[src/rtl/deser_pkg.sv]
`timescale 1ns/1ps
package deser_pkg;

   localparam int SLICE_W = 10;

   typedef enum logic {
      TS_WAIT = 1'b0,
      TS_RUN  = 1'b1
   } frame_state_e;

   function automatic int ratio_bits(input int max_ratio);
      return $clog2(max_ratio + 1);
   endfunction

endpackage

[src/rtl/deser_slice.sv]
`timescale 1ns/1ps
module deser_slice #(
   parameter int W       = 10,
   parameter int IDX     = 0,
   parameter int RATIO_W = 6
) (
   input  logic               clk,
   input  logic               rst_n,
   input  logic               cas_i,
   input  logic [RATIO_W-1:0] ratio_i,
   input  logic               load_i,
   input  logic               clr_i,
   output logic               cas_o,
   output logic [W-1:0]       word_o
);

   localparam int BASE = IDX * W;

   logic [W-1:0] shift_q;
   logic [W-1:0] shift_d;
   logic [W-1:0] keep;
   logic [W-1:0] word_q;

   assign shift_d = {shift_q[W-2:0], cas_i};

   for (genvar i = 0; i < W; i++) begin : g_keep
      assign keep[i] = (BASE + i) < int'(ratio_i);
   end

   always_ff @(posedge clk) begin
      if (!rst_n) begin
         shift_q <= '0;
      end else begin
         shift_q <= shift_d;
      end
   end

   always_ff @(posedge clk) begin
      if (!rst_n) begin
         word_q <= '0;
      end else if (clr_i) begin
         word_q <= '0;
      end else if (load_i) begin
         word_q <= shift_d & keep;
      end
   end

   assign cas_o  = shift_q[W-1];
   assign word_o = word_q;

endmodule

[src/rtl/deser_word_timer.sv]
`timescale 1ns/1ps
module deser_word_timer
   import deser_pkg::*;
#(
   parameter int RATIO_W = 6
) (
   input  logic               clk,
   input  logic               rst_n,
   input  logic               lock_i,
   input  logic               strb_i,
   input  logic [RATIO_W-1:0] ratio_i,
   output logic               load_o,
   output logic               clr_o,
   output logic               dclk_o
);

   localparam logic [RATIO_W-1:0] PH_MAX = '1;

   frame_state_e        state_q;
   logic [RATIO_W-1:0]  phase_q;
   logic [RATIO_W-1:0]  half_len;

   always_ff @(posedge clk) begin
      if (!rst_n) begin
         state_q <= TS_WAIT;
      end else if (!lock_i) begin
         state_q <= TS_WAIT;
      end else if (strb_i) begin
         state_q <= TS_RUN;
      end
   end

   always_ff @(posedge clk) begin
      if (!rst_n) begin
         phase_q <= '0;
      end else if (!lock_i || strb_i) begin
         phase_q <= '0;
      end else if (phase_q != PH_MAX) begin
         phase_q <= phase_q + 1'b1;
      end
   end

   assign half_len = ratio_i >> 1;
   assign load_o   = lock_i && strb_i && (state_q == TS_RUN);
   assign clr_o    = !lock_i;
   assign dclk_o   = (state_q == TS_RUN) && (phase_q < half_len);

endmodule

[src/rtl/deser_out_gate.sv]
`timescale 1ns/1ps
module deser_out_gate #(
   parameter int TOT_W = 40
) (
   input  logic             lock_i,
   input  logic             par_en_i,
   input  logic             cas_en_i,
   input  logic [TOT_W-1:0] word_i,
   input  logic             dclk_i,
   input  logic             cas_i,
   output logic [TOT_W-1:0] word_o,
   output logic             dclk_o,
   output logic             cas_o
);

   logic par_live;

   assign par_live = lock_i && par_en_i;
   assign word_o   = par_live ? word_i : '0;
   assign dclk_o   = par_live && dclk_i;
   assign cas_o    = cas_en_i && cas_i;

endmodule

[src/rtl/deser_chain.sv]
`timescale 1ns/1ps
module deser_chain
   import deser_pkg::*;
#(
   parameter int NUM_SLICES = 4,
   parameter int MIN_RATIO  = 4,
   parameter int MAX_RATIO  = 40,
   parameter int RATIO_W    = $clog2(MAX_RATIO + 1)
) (
   input  logic                          clk_bit,
   input  logic                          rst_n,
   input  logic                          ser_in,
   input  logic                          word_strb,
   input  logic                          lock_ok,
   input  logic [RATIO_W-1:0]            ratio_m,
   input  logic                          par_en,
   input  logic                          cas_en,
   output logic                          cas_out,
   output logic [NUM_SLICES*SLICE_W-1:0] par_out,
   output logic                          dclk_out
);

   localparam int TOT_W = NUM_SLICES * SLICE_W;

   initial begin : p_param_chk
      assert (NUM_SLICES >= 1)
         else $fatal(1, "deser_chain: NUM_SLICES must be at least 1");
      assert (MIN_RATIO >= 2 && MIN_RATIO <= MAX_RATIO)
         else $fatal(1, "deser_chain: ratio bounds inconsistent");
      assert (MAX_RATIO <= TOT_W)
         else $fatal(1, "deser_chain: chain too short for MAX_RATIO");
      assert (RATIO_W >= ratio_bits(MAX_RATIO))
         else $fatal(1, "deser_chain: RATIO_W too narrow");
   end

   logic [NUM_SLICES:0] cas_link;
   logic [TOT_W-1:0]    word_all;
   logic                load;
   logic                clr;
   logic                dclk_raw;

   assign cas_link[0] = ser_in;

   deser_word_timer #(.RATIO_W(RATIO_W)) u_timer (
      .clk     (clk_bit),
      .rst_n   (rst_n),
      .lock_i  (lock_ok),
      .strb_i  (word_strb),
      .ratio_i (ratio_m),
      .load_o  (load),
      .clr_o   (clr),
      .dclk_o  (dclk_raw)
   );

   for (genvar s = 0; s < NUM_SLICES; s++) begin : g_slice
      deser_slice #(
         .W       (SLICE_W),
         .IDX     (s),
         .RATIO_W (RATIO_W)
      ) u_slice (
         .clk     (clk_bit),
         .rst_n   (rst_n),
         .cas_i   (cas_link[s]),
         .ratio_i (ratio_m),
         .load_i  (load),
         .clr_i   (clr),
         .cas_o   (cas_link[s+1]),
         .word_o  (word_all[s*SLICE_W +: SLICE_W])
      );
   end

   deser_out_gate #(.TOT_W(TOT_W)) u_gate (
      .lock_i   (lock_ok),
      .par_en_i (par_en),
      .cas_en_i (cas_en),
      .word_i   (word_all),
      .dclk_i   (dclk_raw),
      .cas_i    (cas_link[NUM_SLICES]),
      .word_o   (par_out),
      .dclk_o   (dclk_out),
      .cas_o    (cas_out)
   );

endmodule

[config.mk]
export PLATFORM = sky130hd
export DESIGN_NAME = deser_chain
export DESIGN_NICKNAME = d
export VERILOG_FILES = /design/src/rtl/deser_pkg.sv /design/src/rtl/deser_slice.sv /design/src/rtl/deser_word_timer.sv /design/src/rtl/deser_out_gate.sv /design/src/rtl/deser_chain.sv
export SDC_FILE = /design/constraint.sdc
export NUM_CORES = 1
export LEC_CHECK = 0
export ABC_AREA = 1
export ABC_CLOCK_PERIOD_IN_PS = 2600
export BUFFER_PORTS_ARGS = -buffer_cell sky130_fd_sc_hd__buf_2
export CORE_UTILIZATION = 45
export CTS_BUF_LIST = sky130_fd_sc_hd__clkbuf_8
export CTS_CLUSTER_DIAMETER = 60
export DETAILED_ROUTE_END_ITERATION = 10
export PLACE_DENSITY = 0.62
export SLEW_MARGIN = 20
export SYNTH_ARGS = -nofsm -noshare
export SYNTH_HDL_FRONTEND = slang
export SYNTH_SLANG_ARGS = --single-unit
[constraint.sdc]
create_clock -name clk_bit -period 2.6 [get_ports clk_bit]
set_input_delay 0.52 -clock clk_bit [delete_from_list [all_inputs] [get_ports clk_bit]]
set_output_delay 0.52 -clock clk_bit [all_outputs]
set_load 0.01 [all_outputs]
==> impl_metrics.json <==
{
  "status": "complete, no violations",
  "worst_r2r_endpoint": "g_slice[3].u_slice.word_o[5]$_SDFFE_PN0P_",
  "first_global_vias": 3075,
  "wl_met1_um": 3980,
  "area_growth_pct": 14.7,
  "drt-total-wl_um": 8440,
  "fin_util_pct": 53.7,
  "antenna_found_initial": 0,
  "crit_type": "in2out",
  "powerDensity_mw_per_mm2": 582,
  "final_common_cell": "inv_1",
  "cts_tree": "yes",
  "initial_core_util_pct": 46.8,
  "io_pins": 55,
  "nFillCells": 818,
  "ctsLongestPathBuffers": 2,
  "p_leak_nw": 1.96,
  "r2r_setup_slack_ns": 1.19,
  "die_w_um": 91.8,
  "viasPerCell": 4.86,
  "fin_nets": 580,
  "hold_buffers": 0,
  "period_minus_slack_ns": 2.24,
  "worstHoldPathCells": 3,
  "yosysTopAreaCellShare_pct": 48.0,
  "endpoint_kind": "primary output",
  "clk_latency_ns": 0.35,
  "multiInputGateArea_sq_mm": 0.00142,
  "top_layer": "met4",
  "cts_resized": 0,
  "diodes": 0,
  "setup_ws_ns": 0.361,
  "dp.cells": 653,
  "fin_skew_ns": 0.0122,
  "drive_above_1_share_pct": 15.6,
  "grt_pass1_wl_um": 14300,
  "cts-root-buf": "clkbuf_8",
  "r2r-start": "u_timer.state_q$_SDFFE_PN0P_",
  "yosysTopAreaCell": "dfxtp_1",
  "seq_area_frac_synth_pct": 48.0,
  "row_count": 32,
  "fp.dieH_um": 91.8,
  "synth.avg_cell_area_sq_um": 7.08,
  "rr_worst_depth": 5,
  "dieArea_sq_mm": 0.00843,
  "cts_post_setup_buffers_inserted": 0,
  "grt_setup_unrepaired": "false",
  "finalNonFillerCells": 667,
  "cp.arrival_ns": 1.72,
  "grt_max_degree": 42,
  "antenna_left": 0,
  "ir_drop_v": 0.000311,
  "min_period_over_period_pct": 86.1,
  "syn_nets": 531,
  "slew_headroom_pct": 55.0,
  "drt_iter0_drc": 150,
  "hp-class": "in2reg",
  "routabilityCongestion": 0.822,
  "hpwlAfterDp_um": 5750,
  "regArea_sq_mm": 0.00174,
  "synth_area_leaders": "dfxtp_1 (48%), inv_1 (10%), nand2_1 (9.9%), nand3_1 (6.3%), a21oi_1 (6.2%)",
  "grt_overflow_total": 0,
  "wl_per_cell_um": 12.7,
  "tns_ns": 0,
  "wl_met2_um": 3930,
  "pre_cts_ws_ns": 0.355,
  "required_ns": 2.08,
  "ys_ff_latch": 87,
  "hold_end": "g_slice[0].u_slice.shift_q[0]$_SDFF_PN0_",
  "hold_viol_final": 0,
  "drt-pass1-iter-count": 4,
  "yosysWarnings": 0,
  "synth.cell_area_sq_mm": 0.00363,
  "clock_sink_count": 87,
  "route.met3.wl_um": 446,
  "worstHoldStart": "ser_in",
  "maxCapViolCount": 0,
  "postSynthCellCount": 513,
  "num_vias": 3239,
  "htreeDepth": 3,
  "critPathLaunchType": "input port",
  "setup_viol": 0,
  "tightest_slew_ns": 0.675,
  "post-route-drc-count": 0,
  "max_freq_mhz": 447,
  "final-max-slew-violation-count": 0,
  "synth_cell_types": 28,
  "port_buffers": 54,
  "crit_fanout": 10,
  "numCtsBuffers": 9,
  "coreArea_sq_mm": 0.00777,
  "clkTransAtPathRegs_ns": 0.08,
  "final_cell_mix": "inv_1 (98), nand2_1 (96), dfxtp_1 (87)",
  "track_usage_pct": 21.7
}
==> flip-flops by register name (all words and copies together) (netlist names) <==
| name | flops |
|---|---|
| g_slice.u_slice.shift_q | 40 |
| g_slice.u_slice.word_o | 40 |
| u_timer.phase_q | 6 |
| u_timer.state_q | 1 |
==> worst max-delay path, stage by stage <==
cell and delay, ns:
buf_2 0.17, inv_2 0.12, ha_1 0.21, or2_2 0.27, a21oi_1 0.12, nand3_1 0.10
nor2_1 0.08, buf_2 0.13
==> routing by layer <==
| metal | up-vias | global-route usage (%) |
|---|---|---|
| li1 | 1669 | - |
| met1 | 1481 | 28.0 |
| met2 | 81 | 35.7 |
| met3 | 8 | 4.31 |
| met4 | 0 | 8.46 |
| met5 | - | 0 |
==> through the flow <==
step                power (mW)  area [sq um]  hold WS, ns
finish                    2.43          4170        0.368
global route              2.52          4170        0.401
CTS                       2.44          4170        0.350
detailed placement        1.52          3970        0.415
global placement          1.51          3970        0.409
floorplan                 1.46          3630        0.404
==> cell type report <==
type	instances	share of cell area (%)
clock inverter	3	1.05
multi-input combinational	304	34.0
clock buffer	11	3.63
inverter	101	9.10
timing repair buffer	59	7.39
sequential	87	41.8
tap	102	3.06
==> how the worst max path moves through the flow <==
stage	start	end	slack (ns)
after floorplan	ratio_m[4]	dclk_out	0.70
after global placement	ratio_m[5]	dclk_out	0.37
after detailed placement	ratio_m[5]	dclk_out	0.35
after CTS	ratio_m[5]	dclk_out	0.35
after global routing	ratio_m[5]	dclk_out	0.30
final	ratio_m[5]	dclk_out	0.36
==> cells in the mapped netlist (all sizes together) <==
cell	n
dfxtp	87
a31oi	1
nand2	97
clkinv	1
nand3	47
a21oi	46
clkbuf	12
ha	5
nor3	1
o21ai	36
a211oi	1
o211ai	1
xor2	1
a22oi	1
nor2	62
buf	9
nand4	1
inv	100
or2	4
==> cell families after synthesis <==
group,Yosys count,synth area share (%)
flops,87,48.0
compound gates,86,12.4
buf+inv,122,13.1
xor+xnor,1,0.241
simple gates,212,24.6
fa+ha+maj,5,1.72
==> where the power goes <==
group	total (mW)	leakage, nW	internal [mW]	switching (mW)
Clock	0.944	0.101	0.486	0.458
Combinational	0.136	1.16	0.0331	0.103
Sequential	1.35	0.702	1.34	0.00580
No activity file was read; power rests on OpenSTA's default activity.
